File: config.mk
export PLATFORM = sky130hd
export DESIGN_NAME = status_flag_unit
export DESIGN_NICKNAME = d
export VERILOG_FILES = /design/src/rtl/sfr_pkg.sv /design/src/rtl/flag_eval.sv /design/src/rtl/status_core.sv /design/src/rtl/status_flag_unit.sv
export SDC_FILE = /design/constraint.sdc
export NUM_CORES = 1
export LEC_CHECK = 0
export BUFFER_PORTS_ARGS = -buffer_cell sky130_fd_sc_hd__buf_2
export CAP_MARGIN = 5
export CORE_UTILIZATION = 27
export CTS_CLUSTER_DIAMETER = 40
export DETAILED_ROUTE_END_ITERATION = 16
export HOLD_SLACK_MARGIN = 0.1
export PLACE_DENSITY = 0.76
export SLEW_MARGIN = 30
export SYNTH_ARGS = -nofsm -noshare
export SYNTH_HDL_FRONTEND = slang
export SYNTH_SLANG_ARGS = --single-unit
File: constraint.sdc
create_clock -name clk -period 1.2 [get_ports clk]
set_input_delay 0.12 -clock clk [delete_from_list [all_inputs] [get_ports clk]]
set_output_delay 0.12 -clock clk [all_outputs]
set_load 0.02 [all_outputs]
File: src/rtl/sfr_pkg.sv
`timescale 1ns/1ps
package sfr_pkg;

  typedef enum logic [1:0] {
    OPC_NONE  = 2'd0,
    OPC_ADD   = 2'd1,
    OPC_SUB   = 2'd2,
    OPC_LOGIC = 2'd3
  } op_class_e;

  // bit positions inside the status word
  localparam int unsigned POS_C      = 0;
  localparam int unsigned POS_Z      = 1;
  localparam int unsigned POS_N      = 2;
  localparam int unsigned POS_GIE    = 3;
  localparam int unsigned POS_CPUOFF = 4;
  localparam int unsigned POS_OSCOFF = 5;
  localparam int unsigned POS_CG_LO  = 6;
  localparam int unsigned POS_CG_HI  = 7;
  localparam int unsigned POS_V      = 8;
  localparam int unsigned DEF_BITS   = 9;

  typedef struct packed {
    logic c;
    logic z;
    logic n;
    logic v;
  } cond_flags_t;

endpackage

File: src/rtl/flag_eval.sv
`timescale 1ns/1ps
module flag_eval
  import sfr_pkg::*;
#(
  parameter int unsigned DATA_W = 16
) (
  input  logic [DATA_W-1:0] res,
  input  logic [DATA_W-1:0] opa,
  input  logic [DATA_W-1:0] opb,
  input  logic              cy_half,
  input  logic              cy_full,
  input  logic              byte_sel,
  input  op_class_e         op,
  output cond_flags_t       flags,
  output logic              upd
);

  localparam int unsigned HALF_W = DATA_W / 2;

  function automatic logic sel_msb(input logic [DATA_W-1:0] v, input logic bsel);
    return bsel ? v[HALF_W-1] : v[DATA_W-1];
  endfunction

  function automatic logic sel_zero(input logic [DATA_W-1:0] v, input logic bsel);
    return bsel ? (v[HALF_W-1:0] == '0) : (v == '0);
  endfunction

  // signs equal on the inputs, result sign differs
  function automatic logic ovf_sum(input logic [DATA_W-1:0] a, input logic [DATA_W-1:0] b,
                                   input logic [DATA_W-1:0] r, input logic bsel);
    logic sa, sb, sr;
    sa = sel_msb(a, bsel);
    sb = sel_msb(b, bsel);
    sr = sel_msb(r, bsel);
    return (sa == sb) && (sr != sa);
  endfunction

  // difference: the sum rule on the inverted subtrahend
  function automatic logic ovf_diff(input logic [DATA_W-1:0] a, input logic [DATA_W-1:0] b,
                                    input logic [DATA_W-1:0] r, input logic bsel);
    return ovf_sum(a, ~b, r, bsel);
  endfunction

  logic res_zero, res_neg, cy_sel, v_add, v_sub;

  assign res_zero = sel_zero(res, byte_sel);
  assign res_neg  = sel_msb(res, byte_sel);
  assign cy_sel   = byte_sel ? cy_half : cy_full;
  assign v_add    = ovf_sum(opa, opb, res, byte_sel);
  assign v_sub    = ovf_diff(opa, opb, res, byte_sel);

  always_comb begin
    flags.z = res_zero;
    flags.n = res_neg;
    flags.c = cy_sel;
    flags.v = 1'b0;
    upd     = 1'b1;
    unique case (op)
      OPC_ADD:   flags.v = v_add;
      OPC_SUB:   flags.v = v_sub;
      OPC_LOGIC: begin
        flags.v = 1'b0;
        flags.c = ~res_zero;
      end
      default:   upd = 1'b0;
    endcase
  end

endmodule

File: src/rtl/status_core.sv
`timescale 1ns/1ps
module status_core
  import sfr_pkg::*;
#(
  parameter int unsigned DATA_W = 16
) (
  input  logic              clk,
  input  logic              rst,
  input  logic              upd,
  input  cond_flags_t       flags,
  input  logic              sw_we,
  input  logic [DATA_W-1:0] sw_data,
  output logic [DATA_W-1:0] status
);

  localparam int unsigned PAD_W = DATA_W - DEF_BITS;

  logic [DEF_BITS-1:0] word_q;
  logic                auto_take;

  assign auto_take = upd & ~sw_we;

  always_ff @(posedge clk) begin
    if (rst) begin
      word_q <= '0;
    end else if (sw_we) begin
      word_q <= sw_data[DEF_BITS-1:0];
    end else if (auto_take) begin
      word_q[POS_C] <= flags.c;
      word_q[POS_Z] <= flags.z;
      word_q[POS_N] <= flags.n;
      word_q[POS_V] <= flags.v;
    end
  end

  assign status = {{PAD_W{1'b0}}, word_q};

  p_reset_clear_r1: assert property (@(posedge clk) rst |=> (status == '0));

  p_sw_prio_r11: assert property (@(posedge clk) disable iff (rst)
    sw_we |=> (status[DEF_BITS-1:0] == $past(sw_data[DEF_BITS-1:0])));

  p_ctrl_only_sw_r9: assert property (@(posedge clk) disable iff (rst)
    !sw_we |=> $stable(status[POS_CG_HI:POS_GIE]));

  p_hold_none_r8: assert property (@(posedge clk) disable iff (rst)
    (!sw_we && !upd) |=> $stable(status));

  p_hi_ignored_r10: assert property (@(posedge clk) disable iff (rst)
    (sw_we && (|sw_data[DATA_W-1:DEF_BITS])) |=> (status[DATA_W-1:DEF_BITS] == '0));

endmodule

File: src/rtl/status_flag_unit.sv
`timescale 1ns/1ps
module status_flag_unit
  import sfr_pkg::*;
#(
  parameter int unsigned DATA_W = 16
) (
  input  logic              clk,
  input  logic              rst,
  input  logic [DATA_W-1:0] alu_res,
  input  logic [DATA_W-1:0] src_a,
  input  logic [DATA_W-1:0] src_b,
  input  logic              alu_cy_half,
  input  logic              alu_cy_full,
  input  logic [1:0]        op_sel,
  input  logic              byte_mode,
  input  logic              sw_we,
  input  logic [DATA_W-1:0] sw_data,
  output logic [DATA_W-1:0] status,
  output logic              flag_c,
  output logic              flag_z,
  output logic              flag_n,
  output logic              flag_v,
  output logic              gie,
  output logic              cpu_off,
  output logic              osc_off,
  output logic [1:0]        clk_gen
);

  localparam int unsigned HALF_W = DATA_W / 2;

  op_class_e   op_cls;
  cond_flags_t nxt_flags;
  logic        flag_upd;

  assign op_cls = op_class_e'(op_sel);

  flag_eval #(.DATA_W(DATA_W)) u_eval (
    .res      (alu_res),
    .opa      (src_a),
    .opb      (src_b),
    .cy_half  (alu_cy_half),
    .cy_full  (alu_cy_full),
    .byte_sel (byte_mode),
    .op       (op_cls),
    .flags    (nxt_flags),
    .upd      (flag_upd)
  );

  status_core #(.DATA_W(DATA_W)) u_core (
    .clk     (clk),
    .rst     (rst),
    .upd     (flag_upd),
    .flags   (nxt_flags),
    .sw_we   (sw_we),
    .sw_data (sw_data),
    .status  (status)
  );

  assign flag_c  = status[POS_C];
  assign flag_z  = status[POS_Z];
  assign flag_n  = status[POS_N];
  assign flag_v  = status[POS_V];
  assign gie     = status[POS_GIE];
  assign cpu_off = status[POS_CPUOFF];
  assign osc_off = status[POS_OSCOFF];
  assign clk_gen = status[POS_CG_HI:POS_CG_LO];

  p_logic_rule_r7: assert property (@(posedge clk) disable iff (rst)
    (!sw_we && op_cls == OPC_LOGIC) |=> (!flag_v && (flag_c == !flag_z)));

  p_neg_width_r3: assert property (@(posedge clk) disable iff (rst)
    (!sw_we && flag_upd) |=>
      (flag_n == $past(byte_mode ? alu_res[HALF_W-1] : alu_res[DATA_W-1])));

  p_zero_byte_r2: assert property (@(posedge clk) disable iff (rst)
    (!sw_we && flag_upd && byte_mode && alu_res[HALF_W-1:0] == '0) |=> flag_z);

  p_carry_sel_r4: assert property (@(posedge clk) disable iff (rst)
    (!sw_we && (op_cls == OPC_ADD || op_cls == OPC_SUB)) |=>
      (flag_c == $past(byte_mode ? alu_cy_half : alu_cy_full)));

endmodule

==> impl_metrics.env, run 1 <==
export IMPL_cp_max_fo=7
export IMPL_ys_seq_elements=9
export IMPL_track_usage=0.135
export IMPL_final_cells=160
export IMPL_setup_viol=0
export IMPL_yosysTopAreaCell="dfxtp_1"
export IMPL_critPathTopFamily="simple AND/OR/NAND/NOR gates"
export IMPL_drt_pass1_iterations=2
export IMPL_fin_util=0.427
export IMPL_dieArea_um2=2710
export IMPL_synth_edf_count=0
export IMPL_synth_top_area_frac=0.267
export IMPL_post_cts_setup_buffer_count=0
export IMPL_cts_path_max_buffers=2
export IMPL_synthesis_area_um2=676
export IMPL_slowest_delay_ns=0.42
export IMPL_p_per_area_nw_per_um2=867
export IMPL_hold_path_class="in2reg"
export IMPL_vdd_ir_drop_max_mv=0.415
export IMPL_initial_core_util=0.297
export IMPL_drc=0
export IMPL_drive_above_1_share=0.523
export IMPL_yosysSeqAreaShare=0.267
export IMPL_die_w_um=52.0
export IMPL_gp_congestion=0.687
export IMPL_crit_chain="buf_2 -> inv_1 -> ha_1 -> or3_1 -> a221oi_2"
export IMPL_cp_slowest_cell="or3_1"
export IMPL_dp_cells=154
export IMPL_num_vias=680
export IMPL_endpoint_kind="flop"
export IMPL_clock_skew_final_ns=0
export IMPL_avgViaCountPerCell=4.25
export IMPL_core_um2=2280
export IMPL_rr_worst_depth=4
export IMPL_die_h_um=52.0
export IMPL_r2r_slack_ns=0.24
export IMPL_yosys_top_cells_count="16 x buf_4, 9 x dfxtp_1, 9 x mux2i_1, 8 x nor2_1"
export IMPL_p_leak_uw=0.000541
export IMPL_synth_main_ff_cell="dfxtp_1"
export IMPL_cts_tree="done"
export IMPL_rows=17
export IMPL_synthTopCellsByArea="dfxtp_1 27%, buf_4 18%, mux2i_1 13%"
export IMPL_async_reset_ff_frac=0
export IMPL_rsz0062_at_grt="no"
export IMPL_reg2reg_from="u_core.word_q[0]"
export IMPL_synth_most_common_cell="buf_4"
export IMPL_crit_start="op_sel[0]"
export IMPL_clock_latency_ns=0.25
export IMPL_max_cap_violations=0
export IMPL_fmax_ghz=0.983
export IMPL_cp_start_kind="primary input"
export IMPL_hold_violations=0
export IMPL_arrival_ns=1.18
export IMPL_drt_iter0_markers=2
export IMPL_critPathCapture="u_core.word_q[1]"
export IMPL_ant_nets=0
export IMPL_r2r_end="u_core.word_q[0]"
export IMPL_grt_pass1_wl_um=2700
export IMPL_syn_avg_cell_area_um2=8.55
export IMPL_syn_to_final_growth_pct=43.7
export IMPL_hold_slack_ns=0.105
export IMPL_cts_sinks=9
export IMPL_largest_register_ffs=9
export IMPL_grt_pass1_vias=714
export IMPL_drt_wl_total_um=1590
export IMPL_htree_levels=1
export IMPL_clock_root_buffer="clkbuf_4"
export IMPL_finalCritPeriodShare=0.848
export IMPL_biggestRegsByFlops="u_core.word_q x9"
export IMPL_drv_slew=0
export IMPL_status="complete, no violations"
export IMPL_critPathKind="in2reg"
export IMPL_placed_area_um2=925
export IMPL_grt_max_degree=10
export IMPL_syn_inst=79
export IMPL_synth_cell_types=27
export IMPL_post_route_cell_area_um2=971
export IMPL_hp_start="sw_data[2]"
export IMPL_ys_warnings_count=0
export IMPL_cts_buffers=3
export IMPL_grt_overflow_total=0
export IMPL_layout_min_cycle_time_ns=1.02
export IMPL_cp_required_ns=1.37
export IMPL_path_depth=5
export IMPL_antenna_found_initial=0
export IMPL_critPathBufInv=2
export IMPL_clk_pin_slew_ns=0.06
export IMPL_top_register="u_core.word_q"
export IMPL_hpwl_um=1410
export IMPL_layout_nets=208
export IMPL_antenna_diode_count=0
export IMPL_wl_per_cell_um=9.94
export IMPL_io_buffers=54
export IMPL_io_pins=97
## worst min-delay path by stage
stage          cells past startpoint               end
2_1_floorplan                      2  u_core.word_q[2]
3_3_place_gp                       3  u_core.word_q[5]
3_5_place_dp                       3  u_core.word_q[7]
4_1_cts                            3  u_core.word_q[2]
5_1_grt                            3  u_core.word_q[4]
6_report                           3  u_core.word_q[2]
## layout make-up
| class | instances | area (um2) |
|---|---|---|
| Inverter | 4 | 15.0 |
| Multi-Input combinational cell | 52 | 372 |
| Timing Repair Buffer | 63 | 343 |
| Tap cell | 28 | 35.0 |
| Clock buffer | 4 | 26.3 |
| Fill cell | 233 | 1310 |
| Sequential cell | 9 | 180 |
## power by group
group          leakage [uW]  switching, uW  internal, uW
Sequential        0.0000745           12.8           318
Combinational      0.000452            154           126
Clock             0.0000150            103           128
## logic make-up after synthesis
family,Yosys count,synth area share
buf+inv,24,0.226
simple gates,22,0.185
xor+xnor,1,0.0130
fa+ha+maj,3,0.0556
other cells,1,0.00555
mux,10,0.150
flops,9,0.267
compound gates,9,0.0981
## routing by layer
metal	share of wire	GRT usage
met1	0.36	0.122
met4	0	0.0315
met2	0.58	0.269
met5	0	0
met3	0.057	0.0556
## metrics by stage
step / setup TNS, ns / setup slack, ns / power, uW
finish: 0 / 0.183 / 842
global route: 0 / 0.0148 / 906
CTS: 0 / 0.187 / 853
detailed placement: -0.171 / -0.0809 / 616
global placement: -0.0880 / -0.0463 / 608
floorplan: 0 / 0.0317 / 531
## placed cells by master, fill, tap and decap left out, drive strengths merged
cell | Yosys | final
buf | 18 | 61
mux2i | 9 | 9
dfxtp | 9 | 9
nor2 | 8 | 8
conb | 1 | 7
inv | 4 | 4
a21oi | 4 | 4
clkbuf | 2 | 4
nor4 | 4 | 4
nand2 | 3 | 3
ha | 3 | 3
dlygate4sd3 | 0 | 2
a221oi | 2 | 2
xor2 | 1 | 1
mux2 | 1 | 1
nor4b | 1 | 1
nor3b | 1 | 1
nand3 | 1 | 1
nand3b | 1 | 1
a211o | 1 | 1
o21ai | 1 | 1
or3 | 1 | 1
nand2b | 1 | 1
a2111oi | 1 | 1
nor3 | 1 | 1
## what timing repair did
action	4_1_cts	5_1_grt
hold endpoints to repair	1	1
resized for setup	0	0
hold buffers	1	1
## worst min-delay path, stage by stage
cell and delay (ns):
buf_2 0.07, mux2i_1 0.05, nor2_1 0.07
No activity file was read; power rests on OpenSTA's default activity.
==> run 2: changes to the inputs <==
--- a/config.mk
+++ b/config.mk
@@ -7,11 +7,11 @@
 export LEC_CHECK = 0
 export BUFFER_PORTS_ARGS = -buffer_cell sky130_fd_sc_hd__buf_2
 export CAP_MARGIN = 5
-export CORE_UTILIZATION = 27
+export CORE_UTILIZATION = 29
 export CTS_CLUSTER_DIAMETER = 40
 export DETAILED_ROUTE_END_ITERATION = 16
 export HOLD_SLACK_MARGIN = 0.1
-export PLACE_DENSITY = 0.76
+export PLACE_DENSITY = 0.78
 export SLEW_MARGIN = 30
 export SYNTH_ARGS = -nofsm -noshare
 export SYNTH_HDL_FRONTEND = slang
==> constraint.sdc (replaced) <==
create_clock -name clk -period 0.98 [get_ports clk]
set_input_delay 0.098 -clock clk [delete_from_list [all_inputs] [get_ports clk]]
set_output_delay 0.098 -clock clk [all_outputs]
set_load 0.02 [all_outputs]
==> run 2 against run 1 <==
- the flow now finishes with violations (setup timing)
- clock skew unchanged
- global-route usage is 0.70 points higher
- design area is 21% higher
- critical path type unchanged
- flip-flop and latch count unchanged
- highest routed layer unchanged
- final cell count rose by 6.3%
- first-iteration DRC count down 50%
- setup slack got worse by 0.23 ns
- critical endpoint unchanged
==> impl_metrics.env, run 2 (synthesis results as in run 1) <==
export IMPL_status="finished with violations"
export IMPL_violations="setup timing"
export IMPL_antenna_found_initial=0
export IMPL_largest_register_ffs=9
export IMPL_cts_sinks=9
export IMPL_num_vias=752
export IMPL_grt_overflow_total=0
export IMPL_max_cap_violations=0
export IMPL_clock_skew_final_ns=0
export IMPL_grt_pass1_vias=688
export IMPL_cts_path_max_buffers=2
export IMPL_placed_area_um2=997
export IMPL_biggestRegsByFlops="u_core.word_q x9"
export IMPL_layout_min_cycle_time_ns=1.03
export IMPL_drv_slew=0
export IMPL_hold_slack_ns=0.196
export IMPL_cts_buffers=3
export IMPL_htree_levels=1
export IMPL_post_cts_setup_buffer_count=0
export IMPL_drt_pass1_iterations=2
export IMPL_cp_start_kind="primary input"
export IMPL_endpoint_kind="flop"
export IMPL_mostFrequentLayoutCell="buf_2"
export IMPL_hpwl_um=1340
export IMPL_finalCritPeriodShare=1.05
export IMPL_layout_common_cells="50 x buf_2, 12 x buf_4, 9 x mux2i_1, 8 x nor2_1, 8 x dfxtp_1"
export IMPL_core_um2=2210
export IMPL_die_w_um=50.3
export IMPL_critPathKind="in2reg"
export IMPL_layout_nets=218
export IMPL_ant_nets=0
export IMPL_fmax_ghz=0.970
export IMPL_nFillCells=218
export IMPL_gp_congestion=0.714
export IMPL_rows=17
export IMPL_p_per_area_nw_per_um2=957
export IMPL_post_route_cell_area_um2=1170
export IMPL_arrival_ns=1.20
export IMPL_hold_violations=0
export IMPL_io_pins=97
export IMPL_setup_slack_ns=-0.0511
export IMPL_vdd_ir_drop_max_mv=0.765
export IMPL_cp_max_fo=2
export IMPL_grt_max_degree=12
export IMPL_hold_path_class="in2reg"
export IMPL_die_h_um=50.3
export IMPL_io_buffers=54
export IMPL_setup_viol=1
export IMPL_rsz0062_at_grt="yes"
export IMPL_syn_to_final_growth_pct=73.3
export IMPL_wl_per_cell_um=10.7
export IMPL_top_register="u_core.word_q"
export IMPL_clk_pin_slew_ns=0.07
export IMPL_avgViaCountPerCell=4.42
export IMPL_cts_tree="done"
export IMPL_clock_latency_ns=0.26
export IMPL_drive_above_1_share=0.585
export IMPL_clock_root_buffer="clkbuf_4"
export IMPL_grt_pass1_wl_um=2720
export IMPL_track_usage=0.142
export IMPL_cp_required_ns=1.14
export IMPL_drt_iter0_markers=1
export IMPL_drt_wl_total_um=1830
export IMPL_drc=0
export IMPL_initial_core_util=0.305
export IMPL_antenna_diode_count=0
export IMPL_dieArea_um2=2530
export IMPL_p_leak_uw=0.000610
run 2: changes by cell type in the layout (fill, tap and decap cells not counted), sizes merged:
cell,previous run,this run
buf,61,66
dlygate4sd3,2,7
run 2: per-stage QoR:
stage,util,setup TNS [ns],setup slack (ns),cells,total power (uW)
3_3_place_gp,0.451,-0.860,-0.260,159,778
6_report,0.529,-0.0511,-0.0511,170,1120
3_5_place_dp,0.451,-1.02,-0.297,159,787
4_1_cts,0.495,-0.0582,-0.0352,170,1110
2_1_floorplan,-,-0.232,-0.0862,85,664
5_1_grt,0.529,-0.135,-0.0866,170,1190
run 2: what timing repair did:
item | 4_1_cts | 5_1_grt
hold buffers | 7 | 0
resized for setup | 1 | 12
pin swaps | 1 | 8
cloned | 0 | 0
hold endpoints to repair | 7 | 0
setup endpoints to repair | 3 | 4
run 2: area by class of cell:
cell class,count,area (um2),area share
tap,28,35.0,0.0299
multi-input combinational,52,458,0.391
sequential,9,181,0.155
clock buffer,4,26.3,0.0224
timing repair buffer,73,455,0.389
inverter,4,15.0,0.0128
run 2: per-layer routing:
layer | track usage | wire, um
met5 | 0 | 0
met1 | 0.153 | 741
met4 | 0.0429 | 0
met2 | 0.273 | 970
met3 | 0.0242 | 116
run 2: worst max-delay path, cell delays in order:
cell and delay, ns:
buf_6 0.10, nor4_4 0.28, a21oi_2 0.09, or3_4 0.39, a221oi_2 0.24
run 2: final timing paths:
path	start	endpoint	slack (ns)	depth (start not counted)
worst max-delay path	alu_res[14]	u_core.word_q[1]	-0.05	5
worst min-delay path	sw_data[0]	u_core.word_q[0]	0.20	3
worst max register to register	u_core.word_q[0]	u_core.word_q[0]	0.01	2
worst min register to register	u_core.word_q[3]	u_core.word_q[3]	0.53	2
run 2: power breakdown:
| part | total (uW) | switching, uW | internal (uW) | leakage [uW] |
|---|---|---|---|---|
| Clock | 285 | 129 | 157 | 0.0000150 |
| Combinational | 428 | 223 | 206 | 0.000520 |
| Sequential | 407 | 16.9 | 390 | 0.0000748 |
==> run 3: changes to the inputs <==
--- a/config.mk
+++ b/config.mk
@@ -12,6 +12,8 @@
 export DETAILED_ROUTE_END_ITERATION = 16
 export HOLD_SLACK_MARGIN = 0.1
 export PLACE_DENSITY = 0.78
+export RECOVER_POWER = 100
+export REMOVE_ABC_BUFFERS = 1
 export SLEW_MARGIN = 30
 export SYNTH_ARGS = -nofsm -noshare
 export SYNTH_HDL_FRONTEND = slang
==> run 3 against run 2 <==
- combinational power is 4% lower
- critical endpoint unchanged
- non-clock buffer count down 2
- critical path depth unchanged
- the run still ends with setup timing left
- clock power is 2% lower
==> impl_metrics.env, run 3 (synthesis results as in run 1) <==
export IMPL_finalCritPeriodShare=1.02
export IMPL_rr_worst_depth=2
export IMPL_clk_pin_slew_ns=0.06
export IMPL_violations="setup timing"
export IMPL_hp_start="sw_data[7]"
export IMPL_reg2reg_from="u_core.word_q[0]"
export IMPL_p_sw_frac=0.328
export IMPL_cp_max_fo=2
export IMPL_clock_power_share=0.253
export IMPL_fmax_ghz=0.999
export IMPL_post_route_cell_area_um2=1130
export IMPL_core_um2=2210
export IMPL_syn_to_final_growth_pct=67.6
export IMPL_hpwl_um=1390
export IMPL_fin_util=0.512
export IMPL_nFillCells=213
export IMPL_ff_latch_area_um2=181
export IMPL_pwr_share_comb=0.374
export IMPL_pre_cts_ws_ns=-0.302
export IMPL_cts_buffers=3
export IMPL_max_cap_violations=0
export IMPL_biggestRegsByFlops="u_core.word_q x9"
export IMPL_clock_root_buffer="clkbuf_4"
export IMPL_initial_core_util=0.305
export IMPL_hold_slack_ns=0.107
export IMPL_htree_levels=1
export IMPL_avgViaCountPerCell=4.38
export IMPL_die_w_um=50.3
export IMPL_post_cts_setup_buffer_count=0
export IMPL_grt_pass1_vias=711
export IMPL_layout_min_cycle_time_ns=1.00
export IMPL_drc=0
export IMPL_cp_slowest_cell="or3_4"
export IMPL_rsz0062_at_grt="yes"
export IMPL_cts_tree="done"
export IMPL_r2r_end="u_core.word_q[0]"
export IMPL_p_switching_uw=361
export IMPL_cp_start_kind="primary input"
export IMPL_hold_path_class="in2reg"
export IMPL_wl_per_cell_um=11.7
export IMPL_r2r_slack_ns=0.04
export IMPL_holdPathEnd="u_core.word_q[7]"
export IMPL_track_usage=0.145
export IMPL_final_cells=168
export IMPL_cts_path_max_buffers=2
export IMPL_whs_path_depth=3
export IMPL_num_vias=736
export IMPL_p_int_uw=739
export IMPL_grt_overflow_total=0
export IMPL_gp_congestion=0.711
export IMPL_status="finished with violations"
export IMPL_drt_wl_total_um=1970
export IMPL_top_register="u_core.word_q"
export IMPL_setup_viol=1
export IMPL_clock_latency_ns=0.25
export IMPL_critPathKind="in2reg"
export IMPL_endpoint_kind="flop"
export IMPL_cts_sinks=9
export IMPL_p_leak_uw=0.000586
export IMPL_hold_violations=0
export IMPL_seqPwrFrac=0.373
export IMPL_grt_pass1_wl_um=2870
export IMPL_layout_nets=216
export IMPL_cp_required_ns=1.15
export IMPL_crit_chain="buf_6 -> nor4_4 -> nand2_1 -> or3_4 -> a221oi_2"
export IMPL_antenna_diode_count=0
export IMPL_antenna_found_initial=0
export IMPL_io_pins=97
export IMPL_drv_slew=0
export IMPL_drt_iter0_markers=16
export IMPL_dieArea_um2=2530
export IMPL_grt_max_degree=10
export IMPL_rows=17
export IMPL_largest_register_ffs=9
export IMPL_vdd_ir_drop_max_mv=0.542
export IMPL_die_h_um=50.3
export IMPL_multi_input_area_um2=437
export IMPL_clock_skew_final_ns=0
export IMPL_dp_cells=158
export IMPL_crit_start="alu_res[4]"
export IMPL_layout_common_cells="32 x buf_2, 18 x clkbuf_2, 11 x buf_4, 9 x mux2i_1"
export IMPL_setup_slack_ns=-0.0214
export IMPL_slowest_delay_ns=0.38
export IMPL_mostFrequentLayoutCell="buf_2"
export IMPL_drive_above_1_share=0.571
export IMPL_ant_nets=0
export IMPL_io_buffers=54
export IMPL_placed_area_um2=948
export IMPL_arrival_ns=1.17
export IMPL_drt_pass1_iterations=4
export IMPL_p_per_area_nw_per_um2=971
[run 3: what timing repair did]
action                                 in CTS  in global routing
gates resized for setup                     3                 13
setup endpoints to repair                   2                  3
endpoints found under the hold margin       6                  0
gates cloned                                0                  0
pin swaps                                   0                  9
hold buffers                                6                  0
[run 3: worst max-delay path, delay by kind of cell]
kind / cells / cell delay, ns
AO/OA/AOI/OAI: 1 / 0.23
buffers and inverters: 1 / 0.10
AND/OR/NAND/NOR: 3 / 0.73
[run 3: layout make-up]
class                      instances  share of cell area
tap                               28              0.0309
multi-input combinational         52               0.386
inverter                           4              0.0133
timing repair buffer              71               0.387
sequential                         9               0.160
clock buffer                       4              0.0232
[run 3: power by group through the flow]
stage | sequential (uW) | combinational, uW | clock, uW
finish | 410 | 412 | 278
CTS | 408 | 373 | 286
global placement | 413 | 341 | 0
floorplan | 474 | 104 | 0
detailed placement | 415 | 347 | 0
global route | 413 | 445 | 320
[run 3: worst max-delay path by stage]
stage / cells after the start / to / slack [ns]
6_report: 5 / u_core.word_q[1] / -0.02
5_1_grt: 5 / u_core.word_q[1] / -0.12
4_1_cts: 5 / u_core.word_q[1] / 0.005
3_5_place_dp: 6 / u_core.word_q[8] / -0.30
3_3_place_gp: 6 / u_core.word_q[8] / -0.26
2_1_floorplan: 4 / u_core.word_q[0] / -0.18
[run 3: layer usage]
metal / share of wire / wire length [um] / track usage / vias up
met5: 0 / 0 / 0 / -
met1: 0.37 / 720 / 0.155 / 340
met4: 0.0066 / 13 / 0.0857 / 0
met2: 0.59 / 1170 / 0.269 / 24
li1: - / - / - / 370
met3: 0.035 / 70 / 0.0182 / 2
[run 3: per-stage QoR]
step,TNS (ns),power [uW]
5_1_grt,-0.179,1180
2_1_floorplan,-0.393,578
3_5_place_dp,-0.880,763
3_3_place_gp,-0.748,753
6_report,-0.0214,1100
4_1_cts,0,1070
